`config.mk`:
```
export PLATFORM = sky130hd
export DESIGN_NAME = adc_dle_bist
export DESIGN_NICKNAME = d
export VERILOG_FILES = /design/src/rtl/adc_dle_pkg.sv /design/src/rtl/adc_dle_timer.sv /design/src/rtl/adc_dle_edges.sv /design/src/rtl/adc_dle_judge.sv /design/src/rtl/adc_dle_bist.sv
export SDC_FILE = /design/constraint.sdc
export NUM_CORES = 1
export LEC_CHECK = 0
export ABC_CLOCK_PERIOD_IN_PS = 5300
export BUFFER_PORTS_ARGS = -buffer_cell sky130_fd_sc_hd__buf_2
export CAP_MARGIN = 20
export CORE_MARGIN = 3
export CORE_UTILIZATION = 55
export CTS_CLUSTER_SIZE = 25
export DETAILED_ROUTE_END_ITERATION = 7
export GPL_ROUTABILITY_DRIVEN = 0
export GPL_TIMING_DRIVEN = 0
export PLACE_DENSITY = 0.75
export SYNTH_ARGS = -nofsm -noshare
export SYNTH_HDL_FRONTEND = slang
export SYNTH_SLANG_ARGS = --single-unit
```
`constraint.sdc`:
```
create_clock -name clk_i -period 5.3 [get_ports clk_i]
set_input_delay 0.265 -clock clk_i [delete_from_list [all_inputs] [get_ports clk_i]]
set_output_delay 0.265 -clock clk_i [all_outputs]
set_load 0.02 [all_outputs]
```
`src/rtl/adc_dle_pkg.sv`:
```
package adc_dle_pkg;
  typedef enum logic [1:0] {
    SEEK_IDLE,
    SEEK_BELOW,
    SEEK_LOWER,
    SEEK_UPPER
  } seek_e;
endpackage

```
`src/rtl/adc_dle_timer.sv`:
```
module adc_dle_timer #(
  parameter int TIME_W      = 16,
  parameter int TIMEOUT_CYC = 4000
) (
  input  logic              clk_i,
  input  logic              rst_ni,
  input  logic              clr_i,
  input  logic              run_i,
  output logic [TIME_W-1:0] cnt_o,
  output logic              expired_o
);
  localparam logic [TIME_W-1:0] CntLimit = TIME_W'(TIMEOUT_CYC);

  logic [TIME_W-1:0] cnt_q;

  always_ff @(posedge clk_i or negedge rst_ni) begin
    if (!rst_ni)                   cnt_q <= '0;
    else if (clr_i)                cnt_q <= '0;
    else if (run_i && !expired_o)  cnt_q <= cnt_q + 1'b1;
  end

  assign cnt_o     = cnt_q;
  assign expired_o = (cnt_q == CntLimit);
endmodule

```
`src/rtl/adc_dle_edges.sv`:
```
module adc_dle_edges
  import adc_dle_pkg::*;
#(
  parameter int CODE_W = 8,
  parameter int TIME_W = 16,
  localparam int DevW  = TIME_W + 1
) (
  input  logic                   clk_i,
  input  logic                   rst_ni,
  input  logic                   start_i,
  input  logic [CODE_W-1:0]      code_i,
  input  logic [CODE_W-1:0]      target_i,
  input  logic [TIME_W-1:0]      ideal_lo_i,
  input  logic [TIME_W-1:0]      ideal_hi_i,
  input  logic [TIME_W-1:0]      cnt_i,
  input  logic                   expired_i,
  output logic                   busy_o,
  output logic [TIME_W-1:0]      act_lo_o,
  output logic [TIME_W-1:0]      act_hi_o,
  output logic signed [DevW-1:0] dev_lo_o,
  output logic signed [DevW-1:0] dev_hi_o,
  output logic                   hi_evt_o,
  output logic                   to_evt_o
);
  seek_e             state_q;
  logic [TIME_W-1:0] ideal_lo_q, ideal_hi_q;
  logic              lo_hit, hi_hit;
  logic signed [DevW-1:0] now_s, ref_lo_s, ref_hi_s;

  assign now_s    = {1'b0, cnt_i};
  assign ref_lo_s = {1'b0, ideal_lo_q};
  assign ref_hi_s = {1'b0, ideal_hi_q};
  assign lo_hit   = (state_q == SEEK_LOWER) && (code_i == target_i);
  assign hi_hit   = (state_q == SEEK_UPPER) && (code_i >  target_i);
  assign busy_o   = (state_q != SEEK_IDLE);

  always_ff @(posedge clk_i or negedge rst_ni) begin
    if (!rst_ni) begin
      state_q    <= SEEK_IDLE;
      ideal_lo_q <= '0;
      ideal_hi_q <= '0;
      act_lo_o   <= '0;
      act_hi_o   <= '0;
      dev_lo_o   <= '0;
      dev_hi_o   <= '0;
      hi_evt_o   <= 1'b0;
      to_evt_o   <= 1'b0;
    end else if (start_i) begin
      state_q    <= SEEK_BELOW;
      ideal_lo_q <= ideal_lo_i;
      ideal_hi_q <= ideal_hi_i;
      act_lo_o   <= '0;
      act_hi_o   <= '0;
      dev_lo_o   <= '0;
      dev_hi_o   <= '0;
      hi_evt_o   <= 1'b0;
      to_evt_o   <= 1'b0;
    end else begin
      hi_evt_o <= hi_hit;
      to_evt_o <= busy_o && expired_i && !hi_hit;
      if (hi_hit) begin
        act_hi_o <= cnt_i;
        dev_hi_o <= now_s - ref_hi_s;
        state_q  <= SEEK_IDLE;
      end else if (busy_o && expired_i) begin
        state_q  <= SEEK_IDLE;
      end else begin
        unique case (state_q)
          SEEK_BELOW: if (code_i < target_i) state_q <= SEEK_LOWER;
          SEEK_LOWER: if (lo_hit) begin
            act_lo_o <= cnt_i;
            dev_lo_o <= now_s - ref_lo_s;
            state_q  <= SEEK_UPPER;
          end
          default: ;
        endcase
      end
    end
  end
endmodule

```
`src/rtl/adc_dle_judge.sv`:
```
module adc_dle_judge #(
  parameter int TIME_W = 16,
  localparam int DevW  = TIME_W + 1,
  localparam int DleW  = TIME_W + 2
) (
  input  logic                   clk_i,
  input  logic                   rst_ni,
  input  logic                   start_i,
  input  logic                   hi_evt_i,
  input  logic                   to_evt_i,
  input  logic signed [DevW-1:0] dev_lo_i,
  input  logic signed [DevW-1:0] dev_hi_i,
  input  logic [TIME_W-1:0]      limit_i,
  output logic                   done_o,
  output logic                   fail_o,
  output logic                   timeout_o,
  output logic signed [DleW-1:0] dle_o
);
  logic signed [DleW-1:0] diff;
  logic [DleW-1:0]        mag;
  logic                   over;

  assign diff = {dev_hi_i[DevW-1], dev_hi_i} - {dev_lo_i[DevW-1], dev_lo_i};
  assign mag  = diff[DleW-1] ? DleW'(-diff) : DleW'(diff);
  assign over = mag > {2'b00, limit_i};

  always_ff @(posedge clk_i or negedge rst_ni) begin
    if (!rst_ni) begin
      done_o    <= 1'b0;
      fail_o    <= 1'b0;
      timeout_o <= 1'b0;
      dle_o     <= '0;
    end else if (start_i) begin
      done_o    <= 1'b0;
      fail_o    <= 1'b0;
      timeout_o <= 1'b0;
      dle_o     <= '0;
    end else begin
      done_o <= hi_evt_i || to_evt_i;
      if (hi_evt_i) begin
        dle_o  <= diff;
        fail_o <= over;
      end else if (to_evt_i) begin
        dle_o     <= '0;
        fail_o    <= 1'b1;
        timeout_o <= 1'b1;
      end
    end
  end
endmodule

```
`src/rtl/adc_dle_bist.sv`:
```
module adc_dle_bist #(
  parameter int CODE_W      = 8,
  parameter int TIME_W      = 16,
  parameter int TIMEOUT_CYC = 4000
) (
  input  logic                     clk_i,
  input  logic                     rst_ni,
  input  logic                     start_i,
  input  logic [CODE_W-1:0]        code_i,
  input  logic [CODE_W-1:0]        target_i,
  input  logic [TIME_W-1:0]        ideal_lo_i,
  input  logic [TIME_W-1:0]        ideal_hi_i,
  input  logic [TIME_W-1:0]        limit_i,
  output logic                     busy_o,
  output logic                     done_o,
  output logic                     fail_o,
  output logic                     timeout_o,
  output logic [TIME_W-1:0]        act_lo_o,
  output logic [TIME_W-1:0]        act_hi_o,
  output logic signed [TIME_W:0]   dev_lo_o,
  output logic signed [TIME_W:0]   dev_hi_o,
  output logic signed [TIME_W+1:0] dle_o
);
  logic [TIME_W-1:0] cnt;
  logic              expired, hi_evt, to_evt;

  adc_dle_timer #(.TIME_W(TIME_W), .TIMEOUT_CYC(TIMEOUT_CYC)) i_timer (
    .clk_i, .rst_ni,
    .clr_i     (start_i),
    .run_i     (busy_o),
    .cnt_o     (cnt),
    .expired_o (expired)
  );

  adc_dle_edges #(.CODE_W(CODE_W), .TIME_W(TIME_W)) i_edges (
    .clk_i, .rst_ni, .start_i, .code_i, .target_i, .ideal_lo_i, .ideal_hi_i,
    .cnt_i     (cnt),
    .expired_i (expired),
    .busy_o, .act_lo_o, .act_hi_o, .dev_lo_o, .dev_hi_o,
    .hi_evt_o  (hi_evt),
    .to_evt_o  (to_evt)
  );

  adc_dle_judge #(.TIME_W(TIME_W)) i_judge (
    .clk_i, .rst_ni, .start_i,
    .hi_evt_i (hi_evt),
    .to_evt_i (to_evt),
    .dev_lo_i (dev_lo_o),
    .dev_hi_i (dev_hi_o),
    .limit_i, .done_o, .fail_o, .timeout_o, .dle_o
  );
endmodule

```
-- Yosys cells after proc, flatten, opt, wreduce, memory -nomap -nowiden
Cells that the tools add are included.
Widths: inputs -> output; s select.
- add/subtract/negate cells: 5
- $lt $le $gt $ge: 3
- equal/unequal tests: 10
- muxes and demuxes: 34
- reductions and logical operators: 19
- operators with widths (operator ; count):
    $mux 16 ; 9
    $mux 17 ; 7
    $mux 18 ; 4
    $sub 16x16->17 ; 2
    $gt 18x16->1 ; 1
    $neg 18->18 ; 1
    $sub 17x17->18 ; 1
    $add 16x1->16 const B ; 1
    $eq 16x12->1 const B ; 1
    $reduce_bool 2->1 ; 6
    $mux 2 ; 5
    $eq 8x8->1 ; 1
    $gt 8x8->1 ; 1
    $lt 8x8->1 ; 1
    $mux 1 ; 8
    $ne 2x2->1 const B ; 3
    $logic_and 1x1->1 ; 5
    $ne 5x2->1 const B ; 1
    $ne 5x3->1 const B ; 1
    $reduce_bool 5->1 ; 1
    $eq 2x2->1 const B ; 2
    $pmux 2 s2 ; 1
    $reduce_and 4->1 ; 1
    $reduce_and 3->1 ; 1
    other kinds (5) ; 6
- bits in registers: 139
- input port bits: 67
- output and inout port bits: 88
- word-level logic and storage cells: 85

-- Logic depth before layout (Yosys ltp)
Gate-level depths: netlist (run 1).
- depth after elaboration: 7
- gate-level depth with buffers: 20
- mapped depth without buffers: 20

-- Hierarchy
Synthesis (run 1) repeated with hierarchy kept, for this count alone.
- cell total of the unflattened synthesis: 967
- area, all modules: 9051.2 sq um
- by module, submodules not included (module ; instances ; cells each ; area each (sq um) ; seq. area each (sq um)):
    adc_dle_edges ; 1 ; 552 ; 5580.4 ; 2552.4
    adc_dle_judge ; 1 ; 321 ; 2542.4 ; 525.5
    adc_dle_timer ; 1 ; 94 ; 928.4 ; 400.4

-- Worst setup path after synthesis (run 1)
OpenSTA, ideal clock, no wires.
- kind: register to register
- start: register i_edges.dev_lo_o[9]
- end: register i_judge.fail_o
- library setup time: 137 ps
- arrival: 3795 ps
- data required time: 5163 ps
- setup slack: 1368 ps
- cell stages (with the launch flop): 20
- buffers on the path: 1
- clock period less this slack: 3932 ps
- cell sequence: dfrtp_1 > inv_1 > ha_1 > and2_1 > and3_1 > nand3_1 > o21ai_0 > o21ai_1 > o31ai_1 > clkbuf_1 > nor2_1 > xor2_1 > ha_1 > nor2b_1 > o21ai_0 > a21oi_1 > o31ai_1 > nand4b_1 > nand2_1 > a311oi_2
- word-level cells in the longest chain between the ends: 6
- ends and longest elaborated chain (what ; RTL line ; source):
    from (decl) ; adc_dle_edges.sv:20 ; output logic signed [DevW-1:0] dev_lo_o,
    from (signal assigned) ; adc_dle_edges.sv:72 ; dev_lo_o <= now_s - ref_lo_s;
    $sub 17x17->18 * ; adc_dle_judge.sv:23 ; assign diff = {dev_hi_i[DevW-1], dev_hi_i} - {dev_lo_i[DevW-1], dev_lo_i};
    $neg 18->18 ; adc_dle_judge.sv:24 ; assign mag = diff[DleW-1] ? DleW'(-diff) : DleW'(diff);
    $mux 18 * ; adc_dle_judge.sv:24 ;
    $gt 18x16->1 * ; adc_dle_judge.sv:25 ; assign over = mag > {2'b00, limit_i};
    $mux 1 * ; adc_dle_judge.sv:40 ; if (hi_evt_i) begin
    $mux 1 * ; adc_dle_judge.sv:33 ; end else if (start_i) begin
    to (signal assigned) ; adc_dle_judge.sv:42 ; fail_o <= over;
    to (decl) ; adc_dle_judge.sv:15 ; output logic fail_o,
Mark *: on every way between the ends. The rest lies on a longest branch, timed or not.
A chain may end at the register's enable or synchronous reset.

-- Worst setup path after layout (run 1)
- start: register i_edges.dev_lo_o[2]
- end: register i_judge.fail_o
The elaborated chain is that of the path after synthesis.

==> reports/results.ini, run 1 <==
[run_status]
status = complete, no violations

[worst_setup_path]
worstPathCellList = inv_1 -> ha_1 -> o21ai_0 -> a21oi_1 -> o21ai_1 -> o21ai_0 -> o21ai_1 -> o31ai_1 -> clkbuf_1 -> nor2_1 -> xor2_1 -> ha_1 -> nor2b_1 -> o21ai_0 -> a21oi_1 -> o31ai_1 -> nand4b_1 -> nand2_1 -> a311oi_2
worstReg2RegStart = i_edges.dev_lo_o[2]
crit_fanout = 10
cp_data_arrival_time_ps = 5180
critPathCaptureType = flop
criticalPathCategory = flop to flop
cp-start-kind = flop
cp.required_ps = 5580
cpMostUsedCell = o21ai_0
path_delay_family = compound AO/OA/AOI/OAI gates
startpoint = i_edges.dev_lo_o[2]
critPathMaxStageDelay_ps = 880
worst_path_max_delay_cell = o31ai_1
worst-path-buf-inv = 2

[cells_and_area]
antenna_cells = 0
drive_above_1_share_pct = 16.8
syn_to_final_growth_pct = 19.4
final_util_pct = 67.8
fin_cells = 1401
final_nets = 1323
design_area_um2 = 10400

[logic_synthesis]
synth_nets = 1149
ys_async_sr_fraction_pct = 100
ys_seq_elements = 139
yosys-top-cells-area = dfrtp_1 (40%), ha_1 (11%), nand2_1 (6.4%)
synth_edf_count = 0
synth_top_area_share_pct = 39.8
synth.cell_area_um2 = 8740
synth_top_family_by_area = compound AO/OA/AOI/OAI gates
synth_xor_area_share_pct = 5.40
postSynthAreaPerCell_um2 = 8.71
synthSimpleGateAreaFrac_pct = 18.4
synth_mux_area_share_pct = 0.601
ys_seq_area_share_pct = 39.8
synthAdderAreaFrac_pct = 11.6
synth_area_leader_cell = dfrtp_1
synth_compound_gate_area_share_pct = 18.7
netlist_instances = 1003
synth_cell_type_count = 70
yosys_warnings = 0
synth_flop_cell = dfrtp_1

[timing]
period_share_pct = 92.6
setup_slack_ps = 394
max_clock_freq_mhz = 204
setup-violations-final = 0
hold_slack_ps = 48.2
setup_tns_ps = 0
fin_crit_ps = 4910
relSlewSlack_pct = 26.8
worst_slew_pin_slew_ps = 1090
hold_viol = 0
rsz0062_at_grt = false
slew_violations = 0
finalClockSkew_ps = 9.08

[die]
die_x_um = 132
row_count = 45
die-area_um2 = 17400
die_y_um = 132
core_um2 = 15400
num_io_pins = 155
initial_utilization_pct = 56.8

[clocking]
cts_buffers = 17
clkTransAtPathRegs_ps = 60
cts_tree = built
postCtsSetupBuffers = 0
clk_latency_ps = 420
clock_sinks = 139
cts-htree-levels = 4
cts_root_buf = clkbuf_16
ctsResizeCount = 0
clk_path_buf_depth = 2

[drt]
vias = 8016
wl_per_cell_um = 18.1
drt-vias-per-instance = 5.72
drc = 0
first_pass_iters = 6
routed_wl_um = 25300
ant_nets = 0
drt_iter0_markers = 571

[global_route]
use_met1_pct = 36.3
grt_use_met2_pct = 46.9
grt_pass1_wl_um = 39600
antenna_found_initial = 0
grt_pass1_vias = 7776
grt_max_degree = 72
groute.usage.overall_pct = 28.7
use_met3_pct = 6.45
grt.overflow.total = 0
grt_busiest_layer = met2

[place]
place_ws_ps = 535
io_buffers = 153
placed_cell_area_um2 = 9800
dpl.hpwl_um = 18900
dp_cells = 1368

[power_and_ir_drop]
combPwrFrac_pct = 33.8
pwr-share-clk_pct = 33.8
internal-power_mw = 2.39
pwr-share-seq_pct = 32.4
p_switching_mw = 1.28
vdd_ir_drop_max_v = 0.000272
leakagePower_nw = 5.27
p_sw_share_pct = 35.0
total_power_mw = 3.67
power.density_nw_per_um2 = 352

[flow_run]
drv_cap = 0

[min_path]
min_path_type = input pin to flop
min_from = ideal_lo_i[14]

## kinds of logic after synthesis
family | count (synthesis)
multiplexers | 5
AND/OR/NAND/NOR | 340
adder cells (fa/ha/maj) | 79
AO/OA/AOI/OAI | 260
XOR/XNOR | 53
buffers and inverters | 127
flip-flops | 139
## routing by layer
metal | share of wire [%] | wire length, um | vias to the layer above
met2 | 47 | 11800 | 361
met4 | 4.5 | 1140 | 0
met5 | 0 | 0 | -
met3 | 7.6 | 1920 | 74
met1 | 41 | 10400 | 3743
li1 | - | - | 3838
## state kept, by name, summed over array words and instances (netlist names)
name,cells
i_edges.to_evt_o,1
i_judge.done_o,1
i_judge.dle_o,18
i_timer.cnt_o,16
i_edges.dev_hi_o,17
i_edges.state_q,2
i_edges.ideal_hi_q,16
i_edges.dev_lo_o,17
i_edges.act_hi_o,16
i_edges.ideal_lo_q,16
i_judge.fail_o,1
i_edges.hi_evt_o,1
i_judge.timeout_o,1
i_edges.act_lo_o,16
## worst register-to-register path, stage by stage (launching register included)
cell      delay, ps
dfrtp_1         430
inv_1            80
ha_1            390
o21ai_0         110
a21oi_1         260
o21ai_1         200
o21ai_0         240
o21ai_1         140
o31ai_1         880
clkbuf_1        490
nor2_1          140
xor2_1          170
ha_1            290
nor2b_1         130
o21ai_0         140
a21oi_1         110
o31ai_1         260
nand4b_1        120
nand2_1         100
a311oi_2         90
## power by group through the flow
stage	combinational, mW	clock, mW	sequential [mW]
6_report	1.24	1.24	1.19
5_1_grt	1.38	1.30	1.20
4_1_cts	1.24	1.25	1.19
3_5_place_dp	1.23	0	1.21
3_3_place_gp	1.19	0	1.21
2_1_floorplan	0.864	0	1.23
## layout make-up
type / instances / area (um^2)
plain buffers: 32 / 120
clock buffers: 19 / 453
clock inverters: 13 / 165
fillers: 1273 / 4940
inverters: 95 / 357
multi-input cells: 737 / 4780
flip-flops and latches: 139 / 3480
well taps: 211 / 264
repair buffers: 155 / 810
## path summary, 6_finish.rpt
| kind | to | slack [ps] | depth (start not counted) |
|---|---|---|---|
| max | i_judge.fail_o | 390 | 19 |
| min | i_edges.ideal_lo_q[14] | 50 | 3 |
| max reg2reg | i_judge.fail_o | 390 | 19 |
| min reg2reg | i_judge.dle_o[8] | 470 | 2 |
| max in group asynchronous | i_edges.act_hi_o[12] | 4100 | 3 |
| min in group asynchronous | i_judge.dle_o[17] | 410 | 2 |
## cells in the mapped netlist (4+ instances only)
master    instances
ha_1             76
nand4_1           9
clkbuf_1         32
and2_1            5
o21ai_0          80
xnor2_1          30
a21o_1           18
o21a_1            8
a22o_1           18
or3_1            17
nor3_1           20
o31ai_1          13
nand2_1         149
a21oi_1          77
nor2b_1          13
xor2_1           22
inv_1            95
a211oi_1          4
nand2b_1         22
nand3_1          20
and3_1            8
a31oi_1           6
nor2_1           55
dfrtp_1         139
## cells in the final DEF (no fill, tap or decap), drive strengths merged, types with 3 or more instances in the layout
cell type | Yosys | final
nand4 | 9 | 9
nand2 | 149 | 149
clkinv | 0 | 4
o21a | 8 | 8
fa | 3 | 3
a21o | 18 | 18
nand3 | 20 | 20
clkbuf | 32 | 51
nor3 | 21 | 21
a21oi | 77 | 77
inv | 95 | 97
nor4 | 4 | 4
dfrtp | 139 | 139
and2 | 5 | 5
a31oi | 6 | 6
ha | 76 | 76
nor2b | 13 | 13
nor3b | 3 | 3
a211oi | 6 | 6
o21ai | 83 | 83
or2 | 4 | 4
xor2 | 22 | 22
mux2i | 3 | 3
a22o | 18 | 18
xnor2 | 31 | 31
clkinvlp | 0 | 4
and3 | 8 | 8
bufinv | 0 | 3
o31ai | 13 | 13
or3 | 17 | 17
buf | 0 | 154
o211ai | 4 | 4
nor2 | 55 | 55
nand2b | 22 | 22
## timing repair
item | in CTS | in global routing
hold buffers | 1 | 0
hold endpoints to repair | 68 | 0
setup endpoints to repair | 0 | 0
Note: power is estimated with default switching activity, not from simulation.
==> run 2, diff against run 1 <==
--- a/config.mk
+++ b/config.mk
@@ -14,7 +14,7 @@
 export DETAILED_ROUTE_END_ITERATION = 7
 export GPL_ROUTABILITY_DRIVEN = 0
 export GPL_TIMING_DRIVEN = 0
-export PLACE_DENSITY = 0.75
+export PLACE_DENSITY_LB_ADDON = 0.08
 export SYNTH_ARGS = -nofsm -noshare
 export SYNTH_HDL_FRONTEND = slang
 export SYNTH_SLANG_ARGS = --single-unit
==> reports/results.ini, run 2 (synthesized netlist as in run 1, its figures left out) <==
[run_status]
status = complete, no violations

[global_route]
groute.usage.overall_pct = 28.6
grt_pass1_vias = 7581
grt_max_degree = 98
antenna_found_initial = 1
grt_pass1_wl_um = 39200
grt.overflow.total = 0

[flow_run]
drv_cap = 0

[timing]
finalClockSkew_ps = 7.76
hold_viol = 0
slew_violations = 0
max_clock_freq_mhz = 206
period_share_pct = 91.7
worst_slew_pin_slew_ps = 1130
fin_crit_ps = 4860
relSlewSlack_pct = 24.0
setup_tns_ps = 0
rsz0062_at_grt = false
setup-violations-final = 0

[clocking]
clk_latency_ps = 430
cts-htree-levels = 4
postCtsSetupBuffers = 0
cts_root_buf = clkbuf_16
clkTransAtPathRegs_ps = 60
clock_sinks = 139
cts_buffers = 17
clk_path_buf_depth = 2
cts_tree = built

[drt]
vias = 7901
drt-vias-per-instance = 5.64
first_pass_iters = 5
ant_nets = 0
drc = 0
routed_wl_um = 25000
drt_iter0_markers = 539
wl_per_cell_um = 17.8

[worst_setup_path]
cp.required_ps = 5570
worst_path_max_delay_cell = o31ai_1
worstPathCellList = inv_1 -> ha_1 -> and2_1 -> and3_1 -> nand3_1 -> o21ai_0 -> o21ai_1 -> o31ai_1 -> clkbuf_1 -> nor2_1 -> xor2_1 -> ha_1 -> nor2b_1 -> o21ai_0 -> a21oi_1 -> o31ai_1 -> nand4b_1 -> nand2_1 -> a311oi_2
cp_num_cells = 19
criticalPathCategory = flop to flop
cp-start-kind = flop
critPathCaptureType = flop
crit_fanout = 10
cp_data_arrival_time_ps = 5130
path_delay_family = compound AO/OA/AOI/OAI gates
reg2regPathDepth = 19
worst-path-buf-inv = 2
critPathMaxStageDelay_ps = 910

[place]
placed_cell_area_um2 = 9800
io_buffers = 153
dpl.hpwl_um = 18900

[die]
die_y_um = 132
die-area_um2 = 17400
initial_utilization_pct = 56.8
num_io_pins = 155
core_um2 = 15400
row_count = 45
die_x_um = 132

[cells_and_area]
largest_reg_flops = 18
antenna_cells = 0
multi_input_area_um2 = 4780
syn_to_final_growth_pct = 19.0
largest_registers = i_judge.dle_o x18, i_edges.dev_hi_o x17, i_edges.dev_lo_o x17
final_nets = 1324
regMostFlops = i_judge.dle_o
fillers = 1376
mostFrequentLayoutCells = buf_2 (152), nand2_1 (149), dfrtp_1 (139)
drive_above_1_share_pct = 16.8
final_common_cell = buf_2
seqCellArea_um2 = 3480
design_area_um2 = 10400

[power_and_ir_drop]
power.density_nw_per_um2 = 346
vdd_ir_drop_max_v = 0.000238
leakagePower_nw = 5.25

[min_path]
min_path_cells = 3
min_path_type = input pin to flop

==> run 2: final timing paths <==
kind                                           to                start  slack, ps
setup / recovery                   i_judge.fail_o  i_edges.dev_lo_o[9]        440
hold reg to reg                  i_judge.dle_o[0]     i_judge.dle_o[0]        470
setup reg to reg                   i_judge.fail_o  i_edges.dev_lo_o[9]        440
max in group asynchronous  i_edges.ideal_hi_q[11]               rst_ni       4150
min in group asynchronous        i_judge.dle_o[7]               rst_ni        340
hold / removal             i_edges.ideal_lo_q[10]       ideal_lo_i[10]         40
==> run 2: metal layers <==
metal / up-vias / part of all wire (%) / global-route usage (%)
met2: 275 / 47 / 47.3
met1: 3724 / 43 / 36.1
li1: 3833 / - / -
met3: 67 / 6.1 / 5.11
met5: - / 0.052 / 0
met4: 2 / 4.7 / 14.4
==> run 2: timing repair <==
item                      CTS  global route
hold buffers                1             0
hold endpoints to repair   42             0
resized for setup           0             0
==> run 2: final cells by class <==
cell class	count	area share, %
Clock buffer	21	4.53
Timing Repair Buffer	156	7.84
Buffer	32	1.16
Inverter	95	3.43
Multi-Input combinational cell	737	46.0
Sequential cell	139	33.5
Tap cell	211	2.54
Clock inverter	11	1.04
==> run 2: power by group <==
part           switching, mW  internal, mW  total (mW)
Sequential            0.0634          1.13        1.19
Clock                  0.476         0.687        1.16
Combinational          0.750         0.494        1.24
Total                   1.29          2.31        3.60
==> run 2: worst min-delay path: stages <==
cell	delay, ps
buf_2	70
nand2_1	40
o21ai_0	50
==> run 2: through the flow <==
| step | util (%) | cells | setup WS (ps) | hold slack [ps] | total power [mW] |
|---|---|---|---|---|---|
| 6_report | 67.6 | 1402 | 441 | 44.0 | 3.60 |
| 5_1_grt | 67.6 | 1402 | 88.0 | 42.9 | 3.80 |
| 4_1_cts | 67.6 | 1401 | 505 | 37.8 | 3.60 |
| 3_5_place_dp | 63.8 | 1368 | 536 | 214 | 2.44 |
| 3_3_place_gp | 63.5 | 1367 | 553 | 460 | 2.41 |
| 2_1_floorplan | - | 1003 | 1370 | -30.6 | 2.10 |
